===== src/rtl/spi_word_launcher.sv =====
module spi_word_launcher #(
  parameter int REG_W   = 32,
  parameter int CLK_DIV = 16
) (
  input  logic             clk,
  input  logic             rst_n,
  input  logic             wr_en,
  input  logic [REG_W-1:0] wr_data,
  output logic [REG_W-1:0] rd_data,
  output logic             sclk,
  output logic             mosi,
  output logic             cs_n
);
  localparam int WORD_W = 16;
  localparam int GO_BIT = 16;
  localparam int EN_BIT = 17;
  localparam int HALF   = CLK_DIV / 2;
  localparam int DIV_W  = $clog2(HALF + 1);
  localparam int BIT_W  = $clog2(WORD_W);
  localparam logic [REG_W-1:0] GO_MASK = REG_W'(1) << GO_BIT;

  logic [REG_W-1:0]  store_q;
  logic              busy_q;
  logic              sclk_q;
  logic [DIV_W-1:0]  div_q;
  logic [BIT_W-1:0]  bit_q;
  logic [WORD_W-1:0] shift_q;

  wire start = wr_en & wr_data[GO_BIT] & wr_data[EN_BIT] & ~busy_q;
  wire tick  = busy_q && (div_q == DIV_W'(HALF - 1));
  wire last  = (bit_q == BIT_W'(WORD_W - 1));

  always_ff @(posedge clk or negedge rst_n) begin
    if (!rst_n) store_q <= '0;
    else if (wr_en) store_q <= wr_data & ~GO_MASK;
  end

  always_ff @(posedge clk or negedge rst_n) begin
    if (!rst_n) begin
      busy_q  <= 1'b0;
      sclk_q  <= 1'b0;
      div_q   <= '0;
      bit_q   <= '0;
      shift_q <= '0;
    end else if (start) begin
      busy_q  <= 1'b1;
      sclk_q  <= 1'b0;
      div_q   <= '0;
      bit_q   <= '0;
      shift_q <= wr_data[WORD_W-1:0];
    end else if (busy_q) begin
      if (!tick) begin
        div_q <= div_q + DIV_W'(1);
      end else begin
        div_q <= '0;
        if (!sclk_q) begin
          sclk_q <= 1'b1;
        end else begin
          sclk_q <= 1'b0;
          if (last) begin
            busy_q <= 1'b0;
          end else begin
            bit_q   <= bit_q + BIT_W'(1);
            shift_q <= shift_q << 1;
          end
        end
      end
    end
  end

  assign rd_data = store_q | (busy_q ? GO_MASK : '0);
  assign sclk    = sclk_q;
  assign mosi    = busy_q & shift_q[WORD_W-1];
  assign cs_n    = ~busy_q;
endmodule


===== config.mk =====
export PLATFORM = sky130hd
export DESIGN_NAME = spi_word_launcher
export DESIGN_NICKNAME = d
export VERILOG_FILES = /design/src/rtl/spi_word_launcher.sv
export SDC_FILE = /design/constraint.sdc
export NUM_CORES = 1
export LEC_CHECK = 0
export ABC_AREA = 1
export CAP_MARGIN = 20
export CORE_UTILIZATION = 48
export DETAILED_ROUTE_END_ITERATION = 7
export GPL_TIMING_DRIVEN = 0
export PLACE_DENSITY = 0.77
export SYNTH_ARGS = -nofsm -noshare
export SYNTH_HDL_FRONTEND = slang
export SYNTH_SLANG_ARGS = --single-unit
export TNS_END_PERCENT = 20

===== constraint.sdc =====
create_clock -name clk -period 1.95 [get_ports clk]
set_input_delay 0.39 -clock clk [delete_from_list [all_inputs] [get_ports clk]]
set_output_delay 0.39 -clock clk [all_outputs]
set_load 0.005 [all_outputs]

==> summary.txt, run 1 <==
Status
  – Outcome: finished clean

Placement
  – IO Port Bufs: 68
  – Placer Congestion: approximately 0.75
  – Dpl hpwl: about 3700 um

Power
  – Pwr Density: 1020 nW/um2
  – Maximum vdd drop: around 0.64 mV
  – Pleak: 1.69 nW

Drt
  – DR WL/cell: around 13 um
  – Routed via count: slightly below 2000
  – Initial DRC Count: 80
  – First-pass DRT Iterations: 4
  – Routed Antenna Nets: 0
  – # DRC: 0
  – Routed WL: about 5300 um
  – Via/cell ratio: 4.78

Worst setup path
  – CP max stage cell: clkdlybuf4s50_1
  – CP Launch Type: register
  – Crit Path Max Fanout: 7
  – Crit Path Class: register to output pin
  – Crit end category: output pin
  – CP top delay family: buffers and inverters
  – CP peak stage delay: slightly below 500 ps
  – Crit path required time: 1560 ps
  – CP Cell Sequence: buf_6 > nand2_1 > inv_1 > clkdlybuf4s50_1
  – Worst endpoint data arrival time: 1460 ps
  – Reg2reg setup slack: 410 ps
  – Number of buffers and inverters on the critical path: 3

Timing
  – RSZ-0062 raised after global routing: false
  – Worst-margin pin slew: 459 ps
  – Final period utilization: approximately 95%
  – Worst rel slew slack: a little over two thirds
  – Clock period minus worst slack: around 1900 ps
  – Final Hold Vio Count: 0
  – Clock Skews: about 6.4 ps
  – Final-report max-slew violation count: 0
  – Fmax: approximately 0.54 GHz
  – Hold slack: about 15 ps
  – Final setup violating endpoints: 0

Synthesis
  – Post-synthesis instance total: ~260
  – Top post-synthesis cells by area: dfrtp_1, nand2_1, mux2_2
  – Most frequent cell after synthesis: nand2_1
  – Mapped Area: about 2600 um2
  – EDFF count, synth: 0
  – Synth top area share: between 50% and 60%
  – Post-Syn Nets: around 290
  – Syn Area/Cell: 10.1 um2
  – Ys flop type: dfrtp_1
  – Sequential area share after synthesis: 55.4%
  – Number of distinct library cells after synthesis: 21
  – Yosys reg bits: 57
  – Synthesis Warnings: 0
  – Most instantiated cells after synthesis: nand2_1, dfrtp_1, mux2_2, nor2_1
  – Post-synth ARST share: 100%
  – Synth area leader: dfrtp_1

GRT
  – Vias in the first global route: approximately 2000
  – Initial antenna violation count: 0
  – Global-route wire length before repair: 9040 um
  – Total grt overflow: 0
  – Total GRT Usage: 22.0%
  – Largest net degree at the start of global routing: 40

Die
  – Initial Util: between 50% and 60%
  – Die Span X: between 70 and 80 um
  – Num ports: 70
  – Die height: between 70 and 80 um
  – FP Rows: 26
  – Core Area: just over 5000 um2
  – Die area: around 5700 um2

Clock network
  – Clock Path Buffers: 2
  – Worst-skew pair later-pin latency: 320 ps
  – PostCTS Resize Cnt: 0
  – Clock tree from TritonCTS: built
  – Hold Buf Count CTS: 0
  – Root Buffer Master: clkbuf_8
  – CTS sink count: 57
  – Clk pin slew, worst setup/hold paths: around 60 ps
  – # Post-CTS Setup Buffers: 0
  – CTS Buf Count: 9
  – Htree depth: 3

Finish
  – # nets final: about 370
  – Synth-to-layout area growth: 36.2%
  – Core Util, Final: between 60% and 70%
  – Ant. Diodes: 0
  – Layout cell share with drive strength beyond 1: 19.0%

Hold path
  – Tightest Hold Check Type: input port to asynchronous set/reset pin

Flow run
  – MaxCap Viol Count: 0
## worst register-to-register path, delay by kind of cell (launching register included)
| family | cells | cell delay [ps] |
|---|---|---|
| AND/OR/NAND/NOR | 6 | 590 |
| flip-flops | 1 | 430 |
| adder cells (fa/ha/maj) | 1 | 240 |
| buffers and inverters | 1 | 170 |
## final timing paths
path / start / endpoint / cells after the start
setup / recovery: busy_q$_DFF_PN0_ / mosi / 4
hold / removal: rst_n / store_q[4]$_DFFE_PN0P_ / 1
setup reg to reg: bit_q[0]$_DFFE_PN0P_ / shift_q[9]$_DFFE_PN0P_ / 8
hold reg to reg: shift_q[5]$_DFFE_PN0P_ / shift_q[5]$_DFFE_PN0P_ / 2
max in group asynchronous: rst_n / sclk$_DFFE_PN0P_ / 2
min in group clk: wr_en / store_q[12]$_DFFE_PN0P_ / 2
## report_power, final
part	internal, W	switching (W)	total [W]	leakage [nW]
logic	0.000538	0.000488	0.00103	0.919
clock network	0.000473	0.000425	0.000898	0.0782
registers	0.00147	0.000200	0.00167	0.692
total	0.00248	0.00111	0.00359	1.69
## per-layer routing
metal | global-route usage, % | wire (um) | vias to the layer above
li1 | - | - | 980
met1 | 27.6 | 2470 | 936
met2 | 36.1 | 2590 | 29
met3 | 6.56 | 171 | 2
met4 | 8.64 | 27 | 0
met5 | 0 | 0 | -
## metrics by stage
step	setup TNS [ps]	area, um2	worst slack, ps	total power (W)	std cells
floorplan	0	2580	598	0.00229	255
global placement	-76960	3340	-1350	0.00267	393
detailed placement	0	3360	107	0.00271	394
CTS	0	3510	62.9	0.00362	407
global route	0	3510	6.09	0.00386	407
finish	0	3510	97.4	0.00359	407
## state kept, by name (all words and copies together), names as in the netlist
register  cells
busy_q        1
shift_q      16
store_q      31
bit_q         4
div_q         4
sclk          1
## cells by family (layout without fill, tap and decap cells)
| group | Yosys count | in the layout | synth area share [%] |
|---|---|---|---|
| AOI/OAI and AO/OA | 5 | 5 | 1.17 |
| xor gates and xnor gates | 1 | 1 | 0.340 |
| adders and majority gates | 2 | 2 | 0.971 |
| buffers and inverters | 18 | 100 | 4.95 |
| DFF | 57 | 57 | 55.4 |
| muxes | 31 | 31 | 13.6 |
| and+or+nand+nor | 141 | 141 | 23.7 |
## layout by cell type, fill, tap and decap left out, drive strengths merged
cell and n:
nand4 3, inv 7, a21oi 1, o31ai 1
clkdlybuf4s50 67, clkbuf 12, nor2 10, o21ai 2
mux2 31, xor2 1, nand2 120, clkinv 1
nand3 8, ha 2, buf 13, dfrtp 57
o21a 1
## layout make-up
type	instances	area, um2
fillers	432	1630
flip-flops and latches	57	1430
multi-input cells	180	1020
repair buffers	69	696
clock buffers	12	145
plain buffers	11	93.8
well taps	70	87.6
inverters	7	33.8
clock inverters	1	5.00
No activity file was read; power rests on OpenSTA's default activity.
==> run 2, diff against run 1 <==
--- a/config.mk
+++ b/config.mk
@@ -7,10 +7,12 @@
 export LEC_CHECK = 0
 export ABC_AREA = 1
 export CAP_MARGIN = 20
-export CORE_UTILIZATION = 48
+export CORE_ASPECT_RATIO = 0.5
+export CORE_UTILIZATION = 43
 export DETAILED_ROUTE_END_ITERATION = 7
 export GPL_TIMING_DRIVEN = 0
-export PLACE_DENSITY = 0.77
+export HOLD_SLACK_MARGIN = 0.06
+export PLACE_DENSITY = 0.72
 export SYNTH_ARGS = -nofsm -noshare
 export SYNTH_HDL_FRONTEND = slang
 export SYNTH_SLANG_ARGS = --single-unit
==> constraint.sdc (replaced) <==
create_clock -name clk -period 1.7 [get_ports clk]
set_input_delay 0.34 -clock clk [delete_from_list [all_inputs] [get_ports clk]]
set_output_delay 0.34 -clock clk [all_outputs]
set_load 0.005 [all_outputs]
==> summary.txt, run 2 (synthesis gave the netlist of run 1 again) <==
Status
  – Outcome: finished clean

GRT
  – Largest net degree at the start of global routing: 32 (-20%)
  – Total GRT Usage: 19.0% (-3.1 points)
  – Global-route wire length before repair: 9260 um (+2.4%)
  – Vias in the first global route: 1969 (-1.6%)
  – Initial antenna violation count: 0 (unchanged)
  – Total grt overflow: 0 (unchanged)

Clock network
  – Htree depth: 3 (unchanged)
  – Clock tree from TritonCTS: built
  – CTS sink count: 57 (unchanged)
  – Hold Buf Count CTS: 0 (unchanged)
  – Worst-skew pair later-pin latency: 320 ps (about the same)
  – Root Buffer Master: clkbuf_16
  – Clk pin slew, worst setup/hold paths: 50 ps (about the same)
  – Clock Path Buffers: 2 (unchanged)
  – CTS Buf Count: 9 (unchanged)

Hold path
  – Tightest Hold Check Type: input port to asynchronous set/reset pin

Finish
  – Post-layout instance area: 3650 um2 (+4.0%)
  – Layout cell share with drive strength beyond 1: 20.8% (+1.8 points)
  – Non-Filler Instances: 414 (+1.7%)
  – Max reg flops: 31 (unchanged)
  – Ant. Diodes: 0 (unchanged)
  – Fillers: 441 (+2.1%)
  – Footprint of the multi-input gates: 1020 um2 (unchanged)
  – Most common cell after layout, fill and taps aside: nand2_1
  – Top flop regs: store_q x31, shift_q x16
  – Reg with most FFs: store_q
  – Synth-to-layout area growth: 41.6%
  – Most frequent cells in the layout: nand2_1, clkdlybuf4s50_1, dfrtp_1
  – # nets final: 373 (+0.27%)
  – Sequential Area: 1430 um2 (unchanged)

Timing
  – Worst-margin pin slew: 640 ps (+181 ps)
  – Worst rel slew slack: 57.3% (-12 points)
  – Fmax: 0.624 GHz
  – Final setup violating endpoints: 0 (unchanged)
  – Clock Skews: 8.87 ps (+2.48 ps)
  – RSZ-0062 raised after global routing: false
  – Final-report max-slew violation count: 0 (unchanged)
  – Setup TNS: 0 ps (unchanged)
  – Final Hold Vio Count: 0 (unchanged)
  – Setup slack after layout: 98.2 ps (+0.841 ps)
  – Final period utilization: 94.2%
  – Clock period minus worst slack: around 1600 ps

Die
  – Die area: 6320 um2 (+12%)
  – Core Area: 5630 um2 (+9.6%)
  – Die height: 56.7 um (-25%)
  – Num ports: 70 (unchanged)
  – FP Rows: 19 (-27%)
  – Initial Util: 45.7% (-4.4 points)
  – Die Span X: 111 um (+48%)

Drt
  – Routed WL: 5400 um (+2.8%)
  – Initial DRC Count: 107 (+34%)
  – Via/cell ratio: 4.79 (+0.23%)
  – First-pass DRT Iterations: 5 (+1)
  – Routed via count: 1985 (+2.0%)
  – # DRC: 0 (unchanged)
  – Routed Antenna Nets: 0 (unchanged)
  – DR WL/cell: 13.1 um (+1.0%)

Placement
  – IO Port Bufs: 68 (unchanged)
  – Placed instance count: 397 (+0.76%)
  – Placed cell areas: 3360 um2 (+0.11%)
  – Dpl hpwl: 3850 um (+3.2%)
  – Placer Congestion: 0.730 (-2.4%)
  – Pre-CTS setup slack: -64.4 ps (-171 ps)

Power
  – Pleak: 1.76 nW (+4.2%)
  – Net Switching: 0.00141 W (+26%)
  – Pwr Total: 0.00476 W (+32%)
  – Comb pwr share: 24.9% (-3.7 points)
  – Power share of the clock group: 34.8% (+9.8 points)
  – Pwr Density: 1300 nW/um2 (+27%)
  – Switch share: 29.5% (-1.5 points)
  – Pint: 0.00335 W (+35%)
  – Flop pwr share: 40.3% (-6.1 points)
  – Maximum vdd drop: 0.599 mV (-6.1%)

Worst setup path
  – Crit Path Max Fanout: 5 (-2)
  – CP Cell Sequence: clkdlybuf4s50_1
  – CP max stage cell: clkdlybuf4s50_1
  – Crit Path Class: register to output pin
  – Number of buffers and inverters on the critical path: 1 (-2)
  – Crit end category: output pin
  – Crit path required time: 1360 ps (-200 ps)
  – Worst endpoint data arrival time: 1260 ps (-200 ps)
  – CP Launch Type: register
  – CP peak stage delay: 530 ps (+40 ps)
  – CP top delay family: buffers and inverters

Flow run
  – MaxCap Viol Count: 0 (unchanged)
[run 2: changes by cell type in the layout (fill, tap and decap cells not counted), sizes merged]
cell	delta
dlygate4sd2	+2
clkinv	+2
buf	+2
clkbuf	-1
clkinvlp	+2
clkdlybuf4s50	-3
[run 2: per-stage QoR]
| step | utilization [%] | hold WS (ps) |
|---|---|---|
| floorplan | - | 44.4 |
| global placement | 59.4 | 458 |
| CTS | 64.8 | 61.5 |
| global route | 64.8 | 93.6 |
| detailed placement | 59.7 | 402 |
| finish | 64.8 | 42.0 |
[run 2: worst reg2reg max path: stages (launching register included)]
cell and delay (ps):
dfrtp_1 430, ha_1 250, nand3_1 150, nand2_1 120, nand2_4 90, nand2_4 90
buf_6 160, nand2_1 60, nand2_1 50
[run 2: path summary, 6_finish.rpt]
path / startpoint / slack, ps / end / cells after the start
min in group clk: wr_en / 350 / store_q[12]$_DFFE_PN0P_ / 2
min reg2reg: shift_q[11]$_DFFE_PN0P_ / 480 / shift_q[11]$_DFFE_PN0P_ / 2
max in group asynchronous: rst_n / 1070 / shift_q[15]$_DFFE_PN0P_ / 2
max reg2reg: bit_q[0]$_DFFE_PN0P_ / 180 / bit_q[1]$_DFFE_PN0P_ / 8
min: rst_n / 40 / store_q[23]$_DFFE_PN0P_ / 1
max: sclk$_DFFE_PN0P_ / 100 / sclk / 1
[run 2: repair_timing]
action	CTS	global route
setup buffers	1	0
endpoints found under the setup margin	2	0
resized for setup	3	0
[run 2: final cells by class]
type | count | share of cell area, %
timing repair buffer | 70 | 19.1
sequential | 57 | 39.1
clock inverter | 5 | 0.823
clock buffer | 11 | 6.93
buffer | 11 | 2.57
inverter | 7 | 0.926
multi-input combinational | 180 | 28.0
tap | 73 | 2.50
[run 2: routing by layer]
layer  share of wire (%)  vias up  routed length, um  GRT usage [%]
met2                  48       41               2620           31.2
li1                    -      975                  -              -
met4                0.57        0                 31           4.83
met3                 4.7        4                252           7.45
met5                   0        -                  0              0
met1                  46      965               2500           23.6
[run 2: power groups by stage]
stage	registers [W]	clock network, W	logic [W]
detailed placement	0.00193	0	0.00119
floorplan	0.00189	0	0.000739
global placement	0.00191	0	0.00114
finish	0.00192	0.00165	0.00119
global route	0.00196	0.00175	0.00134
CTS	0.00192	0.00168	0.00120
==> run 3, diff against run 2 <==
--- a/config.mk
+++ b/config.mk
@@ -11,7 +11,6 @@
 export CORE_UTILIZATION = 43
 export DETAILED_ROUTE_END_ITERATION = 7
 export GPL_TIMING_DRIVEN = 0
-export HOLD_SLACK_MARGIN = 0.06
 export PLACE_DENSITY = 0.72
 export SYNTH_ARGS = -nofsm -noshare
 export SYNTH_HDL_FRONTEND = slang
==> results of run 3 <==
The final DEF is identical to that of run 2; final timing and power are the same.
